### config.mk
export PLATFORM = sky130hd
export DESIGN_NAME = extint_ctrl
export DESIGN_NICKNAME = d
export VERILOG_FILES = /design/src/rtl/extint_pkg.sv /design/src/rtl/extint_frontend.sv /design/src/rtl/extint_regs.sv /design/src/rtl/extint_ctrl.sv
export SDC_FILE = /design/constraint.sdc
export NUM_CORES = 1
export LEC_CHECK = 0
export BUFFER_PORTS_ARGS = -buffer_cell sky130_fd_sc_hd__buf_4
export CORE_AREA = 2 2 120 93
export DETAILED_ROUTE_END_ITERATION = 7
export DIE_AREA = 0 0 122 95
export PLACE_DENSITY = 0.76
export SYNTH_ARGS = -nofsm -noshare
export SYNTH_HDL_FRONTEND = slang
export SYNTH_SLANG_ARGS = --single-unit
### constraint.sdc
create_clock -name clk -period 1.6 [get_ports clk]
set_input_delay 0.08 -clock clk [delete_from_list [all_inputs] [get_ports clk]]
set_output_delay 0.08 -clock clk [all_outputs]
set_load 0.005 [all_outputs]
### src/rtl/extint_pkg.sv
package extint_pkg;
    localparam int DATA_W     = 32;
    localparam int ADDR_W     = 3;
    localparam int N_GPIO     = 8;
    localparam int N_PORT     = 3;
    localparam int SEL_W      = 2;
    localparam int N_INT      = 3;
    localparam int FIELD_STEP = 8;
    localparam int FIELDS_PER_REG = DATA_W / FIELD_STEP;
    localparam int EDGE_LINE0 = 17;
    localparam int EDGE_LINE1 = 18;
    localparam int LVL_LINE   = 29;

    localparam logic [DATA_W-1:0] LATCH_MASK  = 32'h0006_00FF;
    localparam logic [DATA_W-1:0] ALL_MASK    = 32'h2006_00FF;
    localparam logic [DATA_W-1:0] INT_EN_RST  = 32'h2006_0000;
    localparam logic [DATA_W-1:0] SRC_LO_MASK = 32'h0303_0303;
    localparam logic [DATA_W-1:0] SRC_HI_MASK = 32'h0101_0103;

    typedef enum logic [ADDR_W-1:0] {
        REG_PEND   = 3'd0,
        REG_INT_EN = 3'd1,
        REG_EVT_EN = 3'd2,
        REG_RISE   = 3'd3,
        REG_FALL   = 3'd4,
        REG_SWTRG  = 3'd5,
        REG_SRC_LO = 3'd6,
        REG_SRC_HI = 3'd7
    } reg_sel_e;
endpackage

### src/rtl/extint_frontend.sv
module extint_frontend
    import extint_pkg::*;
#(
    parameter int LINES = N_GPIO,
    parameter int PORTS = N_PORT,
    parameter int SW    = SEL_W,
    parameter int NINT  = N_INT
) (
    input  logic                   clk,
    input  logic                   rst_n,
    input  logic [PORTS*LINES-1:0] pins,
    input  logic [LINES*SW-1:0]    sel,
    input  logic [NINT-1:0]        int_src,
    output logic [LINES-1:0]       gpio_rise,
    output logic [LINES-1:0]       gpio_fall,
    output logic [NINT-1:0]        int_rise,
    output logic [NINT-2:0]        int_fall
);
    localparam int SYNC_D = 3;

    for (genvar k = 0; k < LINES; k++) begin : g_line
        logic [SW-1:0]     sel_k;
        logic              raw;
        logic [SYNC_D-1:0] sh;

        assign sel_k = sel[k*SW +: SW];

        // pick pin k of the selected port; an unused code yields a quiet line
        always_comb begin
            raw = 1'b0;
            for (int p = 0; p < PORTS; p++) begin
                if (sel_k == SW'(p)) raw = pins[p*LINES + k];
            end
        end

        // two synchronizer stages plus one history stage
        always_ff @(posedge clk or negedge rst_n) begin
            if (!rst_n) sh <= '0;
            else        sh <= {sh[SYNC_D-2:0], raw};
        end

        assign gpio_rise[k] =  sh[SYNC_D-2] & ~sh[SYNC_D-1];
        assign gpio_fall[k] = ~sh[SYNC_D-2] &  sh[SYNC_D-1];
    end

    logic [NINT-1:0] int_prev;

    always_ff @(posedge clk or negedge rst_n) begin
        if (!rst_n) int_prev <= '0;
        else        int_prev <= int_src;
    end

    assign int_rise = int_src & ~int_prev;
    assign int_fall = ~int_src[NINT-2:0] & int_prev[NINT-2:0];
endmodule

### src/rtl/extint_regs.sv
module extint_regs
    import extint_pkg::*;
(
    input  logic              clk,
    input  logic              rst_n,
    input  logic              wr_en,
    input  logic [ADDR_W-1:0] addr,
    input  logic [DATA_W-1:0] wdata,
    input  logic [DATA_W-1:0] rise_ev,
    input  logic [DATA_W-1:0] fall_ev,
    input  logic              lvl_src,
    input  logic              lvl_rise,
    output logic [DATA_W-1:0] rdata,
    output logic [DATA_W-1:0] irq,
    output logic              evt_pulse,
    output logic [DATA_W-1:0] src_lo_q,
    output logic [DATA_W-1:0] src_hi_q,
    output logic [DATA_W-1:0] pend_q,
    output logic [DATA_W-1:0] sw_q,
    output logic [DATA_W-1:0] set_vec
);
    logic [DATA_W-1:0] int_en_q, evt_en_q, rise_q, fall_q;
    logic [DATA_W-1:0] hw_trig, sw_new, clr_vec, lvl_vec, lvl_edge_vec;
    logic [DATA_W-1:0] pend_d, sw_d;
    logic              w_rise, w_fall, w_sw, w_pend, evt_d;

    assign w_rise = wr_en && (reg_sel_e'(addr) == REG_RISE);
    assign w_fall = wr_en && (reg_sel_e'(addr) == REG_FALL);
    assign w_sw   = wr_en && (reg_sel_e'(addr) == REG_SWTRG);
    assign w_pend = wr_en && (reg_sel_e'(addr) == REG_PEND);

    assign lvl_vec      = DATA_W'(lvl_src)  << LVL_LINE;
    assign lvl_edge_vec = DATA_W'(lvl_rise) << LVL_LINE;

    // next-state of pending, software trigger and event pulse
    always_comb begin
        hw_trig = (rise_ev & rise_q & {DATA_W{~w_rise}})
                | (fall_ev & fall_q & {DATA_W{~w_fall}});
        sw_new  = (w_sw ? wdata : '0) & LATCH_MASK & ~sw_q;
        set_vec = hw_trig | (sw_new & int_en_q);
        clr_vec = (w_pend ? wdata : '0) & LATCH_MASK;
        pend_d  = (pend_q & ~clr_vec) | set_vec;
        sw_d    = (sw_q | sw_new) & ~clr_vec;
        evt_d   = |((hw_trig | sw_new | lvl_edge_vec) & evt_en_q);
    end

    // state register
    always_ff @(posedge clk or negedge rst_n) begin
        if (!rst_n) begin
            int_en_q  <= INT_EN_RST;
            evt_en_q  <= '0;
            rise_q    <= '0;
            fall_q    <= '0;
            src_lo_q  <= '0;
            src_hi_q  <= '0;
            pend_q    <= '0;
            sw_q      <= '0;
            evt_pulse <= 1'b0;
        end else begin
            if (wr_en) begin
                unique case (reg_sel_e'(addr))
                    REG_INT_EN: int_en_q <= wdata & ALL_MASK;
                    REG_EVT_EN: evt_en_q <= wdata & ALL_MASK;
                    REG_RISE:   rise_q   <= wdata & LATCH_MASK;
                    REG_FALL:   fall_q   <= wdata & LATCH_MASK;
                    REG_SRC_LO: src_lo_q <= wdata & SRC_LO_MASK;
                    REG_SRC_HI: src_hi_q <= wdata & SRC_HI_MASK;
                    default: ;
                endcase
            end
            pend_q    <= pend_d;
            sw_q      <= sw_d;
            evt_pulse <= evt_d;
        end
    end

    // outputs
    always_comb begin
        irq = (pend_q | lvl_vec) & int_en_q;
        unique case (reg_sel_e'(addr))
            REG_PEND:   rdata = pend_q | lvl_vec;
            REG_INT_EN: rdata = int_en_q;
            REG_EVT_EN: rdata = evt_en_q;
            REG_RISE:   rdata = rise_q;
            REG_FALL:   rdata = fall_q;
            REG_SWTRG:  rdata = sw_q;
            REG_SRC_LO: rdata = src_lo_q;
            REG_SRC_HI: rdata = src_hi_q;
            default:    rdata = '0;
        endcase
    end
endmodule

### src/rtl/extint_ctrl.sv
module extint_ctrl
    import extint_pkg::*;
(
    input  logic              clk,
    input  logic              rst_n,
    input  logic              wr_en,
    input  logic [ADDR_W-1:0] addr,
    input  logic [DATA_W-1:0] wdata,
    output logic [DATA_W-1:0] rdata,
    input  logic [N_GPIO-1:0] pa_pin,
    input  logic [N_GPIO-1:0] pb_pin,
    input  logic [N_GPIO-1:0] pc_pin,
    input  logic [N_INT-1:0]  int_src,
    output logic [DATA_W-1:0] irq,
    output logic              evt_pulse
);
    logic [N_GPIO*SEL_W-1:0] sel_flat;
    logic [N_GPIO-1:0]       gpio_rise, gpio_fall;
    logic [N_INT-1:0]        int_rise;
    logic [N_INT-2:0]        int_fall;
    logic [DATA_W-1:0]       rise_vec, fall_vec;
    logic [DATA_W-1:0]       src_lo_q, src_hi_q, pend_q, sw_q, set_vec;

    // select fields: one per byte, lower register for the first four lines
    for (genvar k = 0; k < N_GPIO; k++) begin : g_sel
        if (k < FIELDS_PER_REG) begin : g_lo
            assign sel_flat[k*SEL_W +: SEL_W] = src_lo_q[k*FIELD_STEP +: SEL_W];
        end else begin : g_hi
            assign sel_flat[k*SEL_W +: SEL_W] =
                src_hi_q[(k-FIELDS_PER_REG)*FIELD_STEP +: SEL_W];
        end
    end

    extint_frontend u_front (
        .clk       (clk),
        .rst_n     (rst_n),
        .pins      ({pc_pin, pb_pin, pa_pin}),
        .sel       (sel_flat),
        .int_src   (int_src),
        .gpio_rise (gpio_rise),
        .gpio_fall (gpio_fall),
        .int_rise  (int_rise),
        .int_fall  (int_fall)
    );

    assign rise_vec = DATA_W'(gpio_rise)
                    | (DATA_W'(int_rise[0]) << EDGE_LINE0)
                    | (DATA_W'(int_rise[1]) << EDGE_LINE1);
    assign fall_vec = DATA_W'(gpio_fall)
                    | (DATA_W'(int_fall[0]) << EDGE_LINE0)
                    | (DATA_W'(int_fall[1]) << EDGE_LINE1);

    extint_regs u_regs (
        .clk       (clk),
        .rst_n     (rst_n),
        .wr_en     (wr_en),
        .addr      (addr),
        .wdata     (wdata),
        .rise_ev   (rise_vec),
        .fall_ev   (fall_vec),
        .lvl_src   (int_src[N_INT-1]),
        .lvl_rise  (int_rise[N_INT-1]),
        .rdata     (rdata),
        .irq       (irq),
        .evt_pulse (evt_pulse),
        .src_lo_q  (src_lo_q),
        .src_hi_q  (src_hi_q),
        .pend_q    (pend_q),
        .sw_q      (sw_q),
        .set_vec   (set_vec)
    );
endmodule

==> metrics, run 1 <==
synthesized-area fraction occupied by adder cells=0%; initial antenna violation count=0; Max Buffers Root-to-Sink=2; Worst R2R End=u_regs.evt_pulse; Seq pwr share=46.7%; register area share after synthesis=49.5%; Yosys cell types=51; skew final=9.43 ps; Max-slew headroom=65.2%; Area growth syn-to-layout=33.5%; setup_tns=-582 ps; number of diodes=0; Synth top cells by count=dfrtp_1 (100), nand2_1 (99), buf_4 (43), a21oi_1 (35), mux2_2 (33); Port Buffer Count=73; die area=11600 um^2; failing checks=negative setup slack; synth top area cells=dfrtp_1 (48%), mux2_2 (7.1%), nand2_1 (7.1%); Final Hold Fails=0; max-cap viol count=0; xor/xnor share of the synthesized area=0%; nets=747; GPL Wtd Cong=0.909; critical path's slowest cell=dfrtp_1; largest family of logic cells by synthesized area=simple AND/OR/NAND/NOR gates; final WL=14800 um; Via density=5.41; Worst EP arrival=1670 ps; predominant post-synthesis flop cell=dfrtp_1; Leak Pwr=3.30 nW; Worst Hold Class=input port to flip-flop; Fillers=865; Die Wd=122 um; post-synthesis simple-gate area fraction=18.5%; Final Slew Violations=0; Worst setup EP type=output port; area leader, netlist=dfrtp_1; GRT overflow=0; Async SR Flop Fraction=100%; die span in y=95 um; number of I/O pins=130; clock group share of total power=29.4%; hold path depth=3; YS warnings=0; Worst Hold Launch=pc_pin[3]; top-count cell post-synth=dfrtp_1; critical-path maximum fanout=2; Starting DRT DRC Count=424; flop2flop setup slack=-80 ps; Setup Viol. Count Final=8; initial core utilization=49.5%; Period minus WS final=1750 ps; reg2reg start=u_regs.fall_q[18]; DR pass1 iterations=5; cells after synthesis=516; critical path required time=1520 ps; # rows=33; # clock sinks=103; clock root buffer=clkbuf_16; Net Switching=0.00233 W; Syn Area/Cell=10.1 um^2; Worst Hold End=u_front.g_line[3].sh[0]; Least-Margin Pin Slew=522 ps; share of cells above drive strength 1=33.2%; core area=10500 um^2; Max Clock Freq=0.572 GHz; Int Power=0.00548 W; Synth Area in Compound Gates=12.4%; Clk pin slew, worst setup/hold paths=70 ps; Worst R2R Path Depth=4; switching share of power=29.8%; post-synth top area share=48.0%; total CTS buffers=9; final HPWL from detailed placement=10500 um; # DRC=0; worst setup margin=-147 ps; Mapped Area=5210 um^2; EDFF count, synth=0; combinational fraction of design power=23.9%; crit start category=flip-flop; mux share of post-synthesis cell area=10.4%; # H-tree levels=3; worst hold slack=4.47 ps; CTS tree=done; flops & latches, synth=103; crit share post-route=109%; pin count of the biggest net entering global routing=65; critical path class=flip-flop to output port; Max stage delay on crit path=400 ps; worst-case vdd ir drop=0.000725 V; RSZ-0062 raised after global routing=true; DR vias=4471; worst-path cell chain=mux2_4, a22oi_2, a21oi_2, a221oi_2, a21oi_1, buf_4; Detail Route Antenna Nets=0; clk_lat worst skew=350 ps; PwrDens=1120 nW/um^2; status=finished with violations; gr usage total=26.4%; vias in the first global route=4208; global-route wire length before repair=22800 um; Avg WL per Cell=17.9 um
-- worst max-delay path: cells and delay by family (launching register included) --
| kind | cells | cell delay, ps |
|---|---|---|
| AOI/OAI and AO/OA | 4 | 510 |
| DFF | 1 | 400 |
| muxes | 1 | 280 |
| buffers and inverters | 1 | 140 |
-- what timing repair did --
item                                   CTS  global route
setup endpoints to repair                7            10
cloned                                   0             0
resized for setup                       10             8
pin swaps                               12             4
endpoints found under the hold margin  141             0
setup buffers                            4             5
hold buffers                            27             0
-- how the worst max path moves through the flow --
| stage | slack, ps | to | startpoint | cells past startpoint |
|---|---|---|---|---|
| finish | -150 | rdata[0] | u_regs.src_lo_q[0] | 6 |
| global route | -240 | rdata[0] | u_regs.src_hi_q[0] | 6 |
| CTS | -160 | rdata[0] | u_regs.src_hi_q[0] | 6 |
| detailed placement | -360 | u_regs.evt_pulse | addr[2] | 7 |
| global placement | -370 | u_regs.evt_pulse | addr[2] | 7 |
| floorplan | 110 | u_regs.evt_pulse | wr_en | 7 |
-- cells by family (layout without fill, tap and decap cells) --
| logic type | count (synthesis) | after routing |
|---|---|---|
| muxes | 50 | 50 |
| AOI/OAI and AO/OA | 101 | 101 |
| other | 1 | 37 |
| and+or+nand+nor | 183 | 183 |
| DFF | 103 | 103 |
| buffers and inverters | 78 | 213 |
-- registers in the layout (all words and copies together) (netlist names) --
register and flops:
u_front.g_line.sh 24, u_front.int_prev 3, u_regs.evt_en_q 11, u_regs.evt_pulse 1
u_regs.fall_q 10, u_regs.int_en_q 11, u_regs.pend_q 10, u_regs.rise_q 10
u_regs.src_hi_q 5, u_regs.src_lo_q 8, u_regs.sw_q 10
-- metrics by stage --
step / worst slack (ps) / cell area [um^2] / total power (W) / util (%) / std cells
after detailed placement: -360 / 6250 / 0.00535 / 59.4 / 775
final: -147 / 6960 / 0.00781 / 66.1 / 827
after floorplan: 111 / 5350 / 0.00451 / - / 552
after global routing: -240 / 6960 / 0.00819 / 66.1 / 827
after CTS: -160 / 6890 / 0.00775 / 65.4 / 822
after global placement: -372 / 6250 / 0.00526 / 59.4 / 775
-- cell type report --
| class | count | area (um^2) | area share, % |
|---|---|---|---|
| sequential | 103 | 2580 | 37.1 |
| multi-input combinational | 371 | 2350 | 33.8 |
| timing repair buffer | 185 | 1500 | 21.5 |
| clock buffer | 10 | 229 | 3.29 |
| tap | 140 | 175 | 2.52 |
| clock inverter | 6 | 77.6 | 1.11 |
| inverter | 12 | 45.0 | 0.647 |
-- power by group through the flow --
stage,Sequential (W),Combinational [W],Clock (W)
final,0.00365,0.00187,0.00230
after global routing,0.00370,0.00205,0.00243
after CTS,0.00363,0.00181,0.00232
after detailed placement,0.00368,0.00167,0
after global placement,0.00364,0.00162,0
after floorplan,0.00350,0.00100,0
-- per-layer routing --
metal / GRT usage, % / up-vias / part of all wire (%)
met5: 0 / - / 0
met1: 37.0 / 2210 / 45
met4: 5.56 / 0 / 0.87
li1: - / 2088 / -
met3: 5.13 / 10 / 6.4
met2: 43.0 / 163 / 47
-- cells in the final DEF (no fill, tap or decap), types with 5 or more instances in the layout --
cell type      netlist  layout
nor3_1               7       7
nor3b_1              7       7
a21oi_1             35      31
clkbuf_16            0       9
and2_1              11      11
o21a_1               6       6
dfrtp_1            100      99
nand4b_1             7       7
conb_1               1      37
nand3b_1            10      10
o221ai_1             6       5
buf_4               43     154
nand2_1             99      99
and4b_1              8       8
dlygate4sd3_1        0      27
o21ai_0             20      18
inv_1               12      10
mux2i_1             17      17
mux2_2              33      32
nor2_1              13      13
Note: power is estimated with default switching activity, not from simulation.
==> inputs of run 2 (changes only) <==
Settings changed: SKIP_LAST_GASP from default to 1.
==> run 2 against run 1 <==
Effect of this change: the run still ends with negative setup slack left; sequential cell count is the same; worst setup slack lost 9.8 ps; utilization down 0.18 points; first-iteration DRC count down 2.8%; global-route usage unchanged; combinational power is essentially flat; critical path type unchanged; largest power group unchanged.
==> metrics, run 2 (synthesized netlist as in run 1, its figures left out) <==
status=finished with violations; failing checks=negative setup slack; core area=10500 um^2; Largest register FFs=24; max-cap viol count=0; Setup Viol. Count Final=8; critical-path maximum fanout=2; number of diodes=0; Max Clock Freq=0.569 GHz; GRT overflow=0; Largest regs=u_front.g_line.sh: 24 flops, u_regs.evt_en_q: 11 flops, u_regs.int_en_q: 11 flops; DP Cell Count=775; PwrDens=1120 nW/um^2; Final Slew Violations=0; GPL Wtd Cong=0.909; RSZ-0062 raised after global routing=true; Leak Pwr=3.30 nW; worst setup margin=-157 ps; vias in the first global route=4208; Worst setup EP type=output port; global-route wire length before repair=22800 um; final WL=14700 um; crit share post-route=110%; worst-case vdd ir drop=0.000722 V; CTS tree=done; Worst EP arrival=1680 ps; clk_lat worst skew=350 ps; die span in y=95 um; Die Wd=122 um; Least-Margin Pin Slew=517 ps; Period minus WS final=1760 ps; final HPWL from detailed placement=10500 um; Avg WL per Cell=17.8 um; most common cell after layout, fill and taps aside=buf_4; gr usage total=26.4%; Place WS=-360 ps; Max Buffers Root-to-Sink=2; # H-tree levels=3; # DRC=0; Starting DRT DRC Count=412; total CTS buffers=9; Via density=5.41; Final Hold Fails=0; die area=11600 um^2; total power=0.00779 W; critical path required time=1520 ps; initial core utilization=49.5%; critical path class=flip-flop to output port; skew final=9.91 ps; crit start category=flip-flop; Worst Hold Class=input port to flip-flop; pin count of the biggest net entering global routing=65; # rows=33; worst hold slack=4.08 ps; Area growth syn-to-layout=33.1%; Port Buffer Count=73; flop2flop setup slack=-90 ps; Final Util=65.9%; share of cells above drive strength 1=32.8%; number of I/O pins=130; DR pass1 iterations=5; initial antenna violation count=0; Fillers=867; Clk pin slew, worst setup/hold paths=70 ps; # clock sinks=103; Max-slew headroom=65.5%; DR vias=4472; Final Non-Filler Cells=827; clock root buffer=clkbuf_16; Detail Route Antenna Nets=0; commonest cells after routing, fill and taps aside=buf_4 (155), dfrtp_1 (100), nand2_1 (99); Reg with most FFs=u_front.g_line.sh; nets=747
==> run 2: cell count changes in the layout (fill, tap and decap cells not counted) <==
cell	previous run	this run
a21oi_1	31	32
a21oi_2	4	3
a311oi_1	0	1
a311oi_2	1	0
buf_4	154	155
buf_6	1	0
dfrtp_1	99	100
dfrtp_2	1	0
mux2_2	32	33
mux2_4	1	0
==> run 2: layout make-up <==
| type | instances | area (um^2) | share of cell area [%] |
|---|---|---|---|
| inverter | 12 | 45.0 | 0.649 |
| sequential | 103 | 2580 | 37.2 |
| clock inverter | 6 | 77.6 | 1.12 |
| clock buffer | 10 | 229 | 3.30 |
| timing repair buffer | 185 | 1490 | 21.5 |
| tap | 140 | 175 | 2.52 |
| multi-input combinational | 371 | 2340 | 33.7 |
==> run 2: metal layers <==
| layer | GRT usage [%] | vias up | part of all wire [%] |
|---|---|---|---|
| met3 | 5.13 | 13 | 7.4 |
| li1 | - | 2081 | - |
| met4 | 5.56 | 0 | 0.94 |
| met1 | 37.0 | 2195 | 44 |
| met5 | 0 | - | 0 |
| met2 | 43.0 | 183 | 48 |
==> run 2: worst paths after layout <==
| kind | start | to | cells past startpoint |
|---|---|---|---|
| max in group asynchronous | rst_n | u_regs.int_en_q[29] | 3 |
| min | pc_pin[3] | u_front.g_line[3].sh[0] | 3 |
| max reg2reg | u_regs.fall_q[18] | u_regs.evt_pulse | 4 |
| max | u_regs.src_hi_q[0] | rdata[0] | 6 |
| min reg2reg | u_front.g_line[1].sh[0] | u_front.g_line[1].sh[1] | 0 |
| min in group asynchronous | rst_n | u_regs.sw_q[6] | 3 |
==> run 2: where the power goes <==
group / internal (W) / leakage, nW / switching (W)
sequential: 0.00318 / 1.22 / 0.000466
combinational: 0.00105 / 1.93 / 0.000805
clock: 0.00125 / 0.147 / 0.00104
total: 0.00548 / 3.30 / 0.00231
==> run 2: what timing repair did <==
action | in CTS | in global routing
hold buffers | 27 | 0
pin swaps | 12 | 4
hold endpoints to repair | 141 | 0
endpoints found under the setup margin | 7 | 10
setup buffers | 4 | 5
gates resized for setup | 10 | 3
==> run 2: worst max-delay path, stage by stage (launching register included) <==
cell and delay, ps:
dfrtp_1 400, mux2_2 280, a22oi_2 140, a21oi_2 70
a221oi_2 200, a21oi_1 100, buf_4 140
==> run 2: metrics by stage <==
step                      TNS, ps  instance area, um^2
final                        -519                 6940
after CTS                    -312                 6890
after detailed placement     -951                 6250
after global placement       -700                 6250
after floorplan                 0                 5350
after global routing        -1400                 6940
==> inputs of run 3 (changes only) <==
Settings changed: ABC_AREA from default to 1, PLACE_DENSITY 0.76 to 0.75, SKIP_CTS_REPAIR_TIMING from default to 1.
==> run 3 against run 2 <==
Effect of this change: the run ends with negative hold slack left; register-to-register slack improved by 250 ps; routed wire length decreased by 10%; largest cell class unchanged; synthesized area decreased by 1.1%; combinational power decreased by 15%; critical endpoint is now rdata[1]; non-clock buffer count decreased by 64; sequential share of layout area increased by 3.0 points.
==> metrics, run 3 <==
status=finished with violations; failing checks=negative hold slack; Starting DRT DRC Count=358; # H-tree levels=3; flops & latches, synth=103; Seq pwr share=48.0%; commonest cells after routing, fill and taps aside=nand2_1 (174), dfrtp_1 (100), buf_4 (94); DR vias=4650; worst hold slack=-9.95 ps; Port Buffer Count=73; gr usage total=24.0%; Max Clock Freq=0.636 GHz; Clk pin slew, worst setup/hold paths=70 ps; synth top area cells=dfrtp_1 (49%), nand2_1 (13%), inv_1 (6.0%); Worst EP arrival=1490 ps; area leader, netlist=dfrtp_1; met2 Use GR=38.6%; number of diodes=0; clk_lat worst skew=340 ps; Async SR Flop Fraction=100%; Setup Viol. Count Final=0; combinational fraction of design power=21.2%; Synth top cells by count=nand2_1 (174), dfrtp_1 (100), inv_1 (83), o21ai_0 (62), nor2_1 (45); critical path's slowest cell=dfrtp_1; initial antenna violation count=0; critical-path maximum fanout=3; vias in the first global route=4339; reg2reg start=u_regs.src_hi_q[24]; Avg WL per Cell=14.6 um; predominant post-synthesis flop cell=dfrtp_1; share of cells above drive strength 1=18.1%; Largest delay share family, worst path=flip-flops; Max stage delay on crit path=420 ps; Final Util=61.0%; initial core utilization=49.0%; crit share post-route=98.2%; GRT overflow=0; EDFF count, synth=0; WP buf/inv=2; final WL=13200 um; global-route wire length before repair=21300 um; total power=0.00745 W; GPL Wtd Cong=0.863; core area=10500 um^2; Final Hold Fails=4; CTS tree=done; GRT Max-Usage Layer=met2; routing usage on met1=34.1%; Die Wd=122 um; Area growth syn-to-layout=24.4%; final HPWL from detailed placement=9560 um; switching share of power=29.6%; total CTS buffers=9; Mapped Area=5160 um^2; pin count of the biggest net entering global routing=51; worst setup margin=28.9 ps; Worst setup EP type=output port; worst-case vdd ir drop=0.000668 V; PwrDens=1160 nW/um^2; met3 Use GR=4.35%; Critical Path Source=u_regs.src_lo_q[1]; number of I/O pins=130; Leak Pwr=3.31 nW; Net Switching=0.00221 W; Via density=5.14; skew final=7.38 ps; top-count cell post-synth=nand2_1; critical path required time=1520 ps; crit start category=flip-flop; cells after synthesis=650; Place WS=184 ps; clock group share of total power=30.9%; most common cell after layout, fill and taps aside=nand2_1; Largest regs=u_front.g_line.sh: 24 flops, u_regs.evt_en_q: 11 flops, u_regs.int_en_q: 11 flops; Syn Area/Cell=7.93 um^2; # rows=33; Largest register FFs=24; register area share after synthesis=50.0%; clock root buffer=clkbuf_16; nets=824; # DRC=0; Int Power=0.00525 W; Max Buffers Root-to-Sink=2; Final Slew Violations=0; max-cap viol count=0; critical path class=flip-flop to output port; Worst Hold Launch=pc_pin[2]; # clock sinks=103; Reg with most FFs=u_front.g_line.sh; Period minus WS final=1570 ps; die area=11600 um^2; post-synth top area share=48.5%; Yosys cell types=29; Worst Hold Class=input port to flip-flop; DR pass1 iterations=5; die span in y=95 um; Detail Route Antenna Nets=0; worst-path cell chain=inv_1, o21ai_2, a221oi_2, nand3_1, buf_4; YS warnings=0
-- run 3: power groups by stage --
stage          Combinational, W  Clock, W  Sequential (W)
5_1_grt                 0.00181   0.00246         0.00364
6_report                0.00158   0.00230         0.00357
3_3_place_gp            0.00144         0         0.00357
2_1_floorplan          0.000946         0         0.00347
3_5_place_dp            0.00150         0         0.00360
4_1_cts                 0.00150   0.00233         0.00356
-- run 3: path summary, 6_finish.rpt --
check	depth (start not counted)	slack, ps	endpoint
worst min-delay path	3	-10	u_front.g_line[2].sh[0]
worst max-delay path	5	30	rdata[1]
worst min register to register	0	340	u_front.g_line[4].sh[1]
worst max register to register	2	160	u_front.g_line[7].sh[0]
min in group asynchronous	2	150	u_front.g_line[6].sh[2]
max in group asynchronous	3	790	u_regs.int_en_q[29]
-- run 3: metal layers --
layer,vias up,part of all wire [%]
li1,2228,-
met1,2228,46
met2,181,46
met3,13,7.2
met4,0,1.0
met5,-,0
-- run 3: logic make-up (layout without fill, tap and decap cells) --
| family | count (synthesis) | after routing | synth area share, % |
|---|---|---|---|
| mux | 3 | 3 | 0.655 |
| simple gates | 272 | 272 | 21.9 |
| buf+inv | 151 | 229 | 14.4 |
| compound gates | 120 | 120 | 12.9 |
| other cells | 1 | 37 | 0.0727 |
| flops | 103 | 103 | 50.0 |
-- run 3: per-stage QoR --
stage / cells / cell area, um^2 / hold slack [ps] / setup TNS (ps)
floorplan: 686 / 5290 / -216 / 0
global placement: 863 / 5840 / -27.9 / 0
detailed placement: 863 / 5840 / -28.1 / 0
CTS: 879 / 6160 / -390 / -28.6
global route: 904 / 6420 / 8.86 / -38.3
finish: 904 / 6420 / -9.95 / 0
-- run 3: layout make-up --
type	count	area (um^2)
Fill cell	907	4110
Timing Repair Buffer	121	1020
Tap cell	140	175
Clock buffer	10	229
Sequential cell	103	2580
Multi-Input combinational cell	432	1990
Inverter	92	345
Clock inverter	6	85.1
-- run 3: worst min-delay path, stage by stage --
cell and delay, ps:
buf_4 80, nand3_1 70, o31ai_1 70
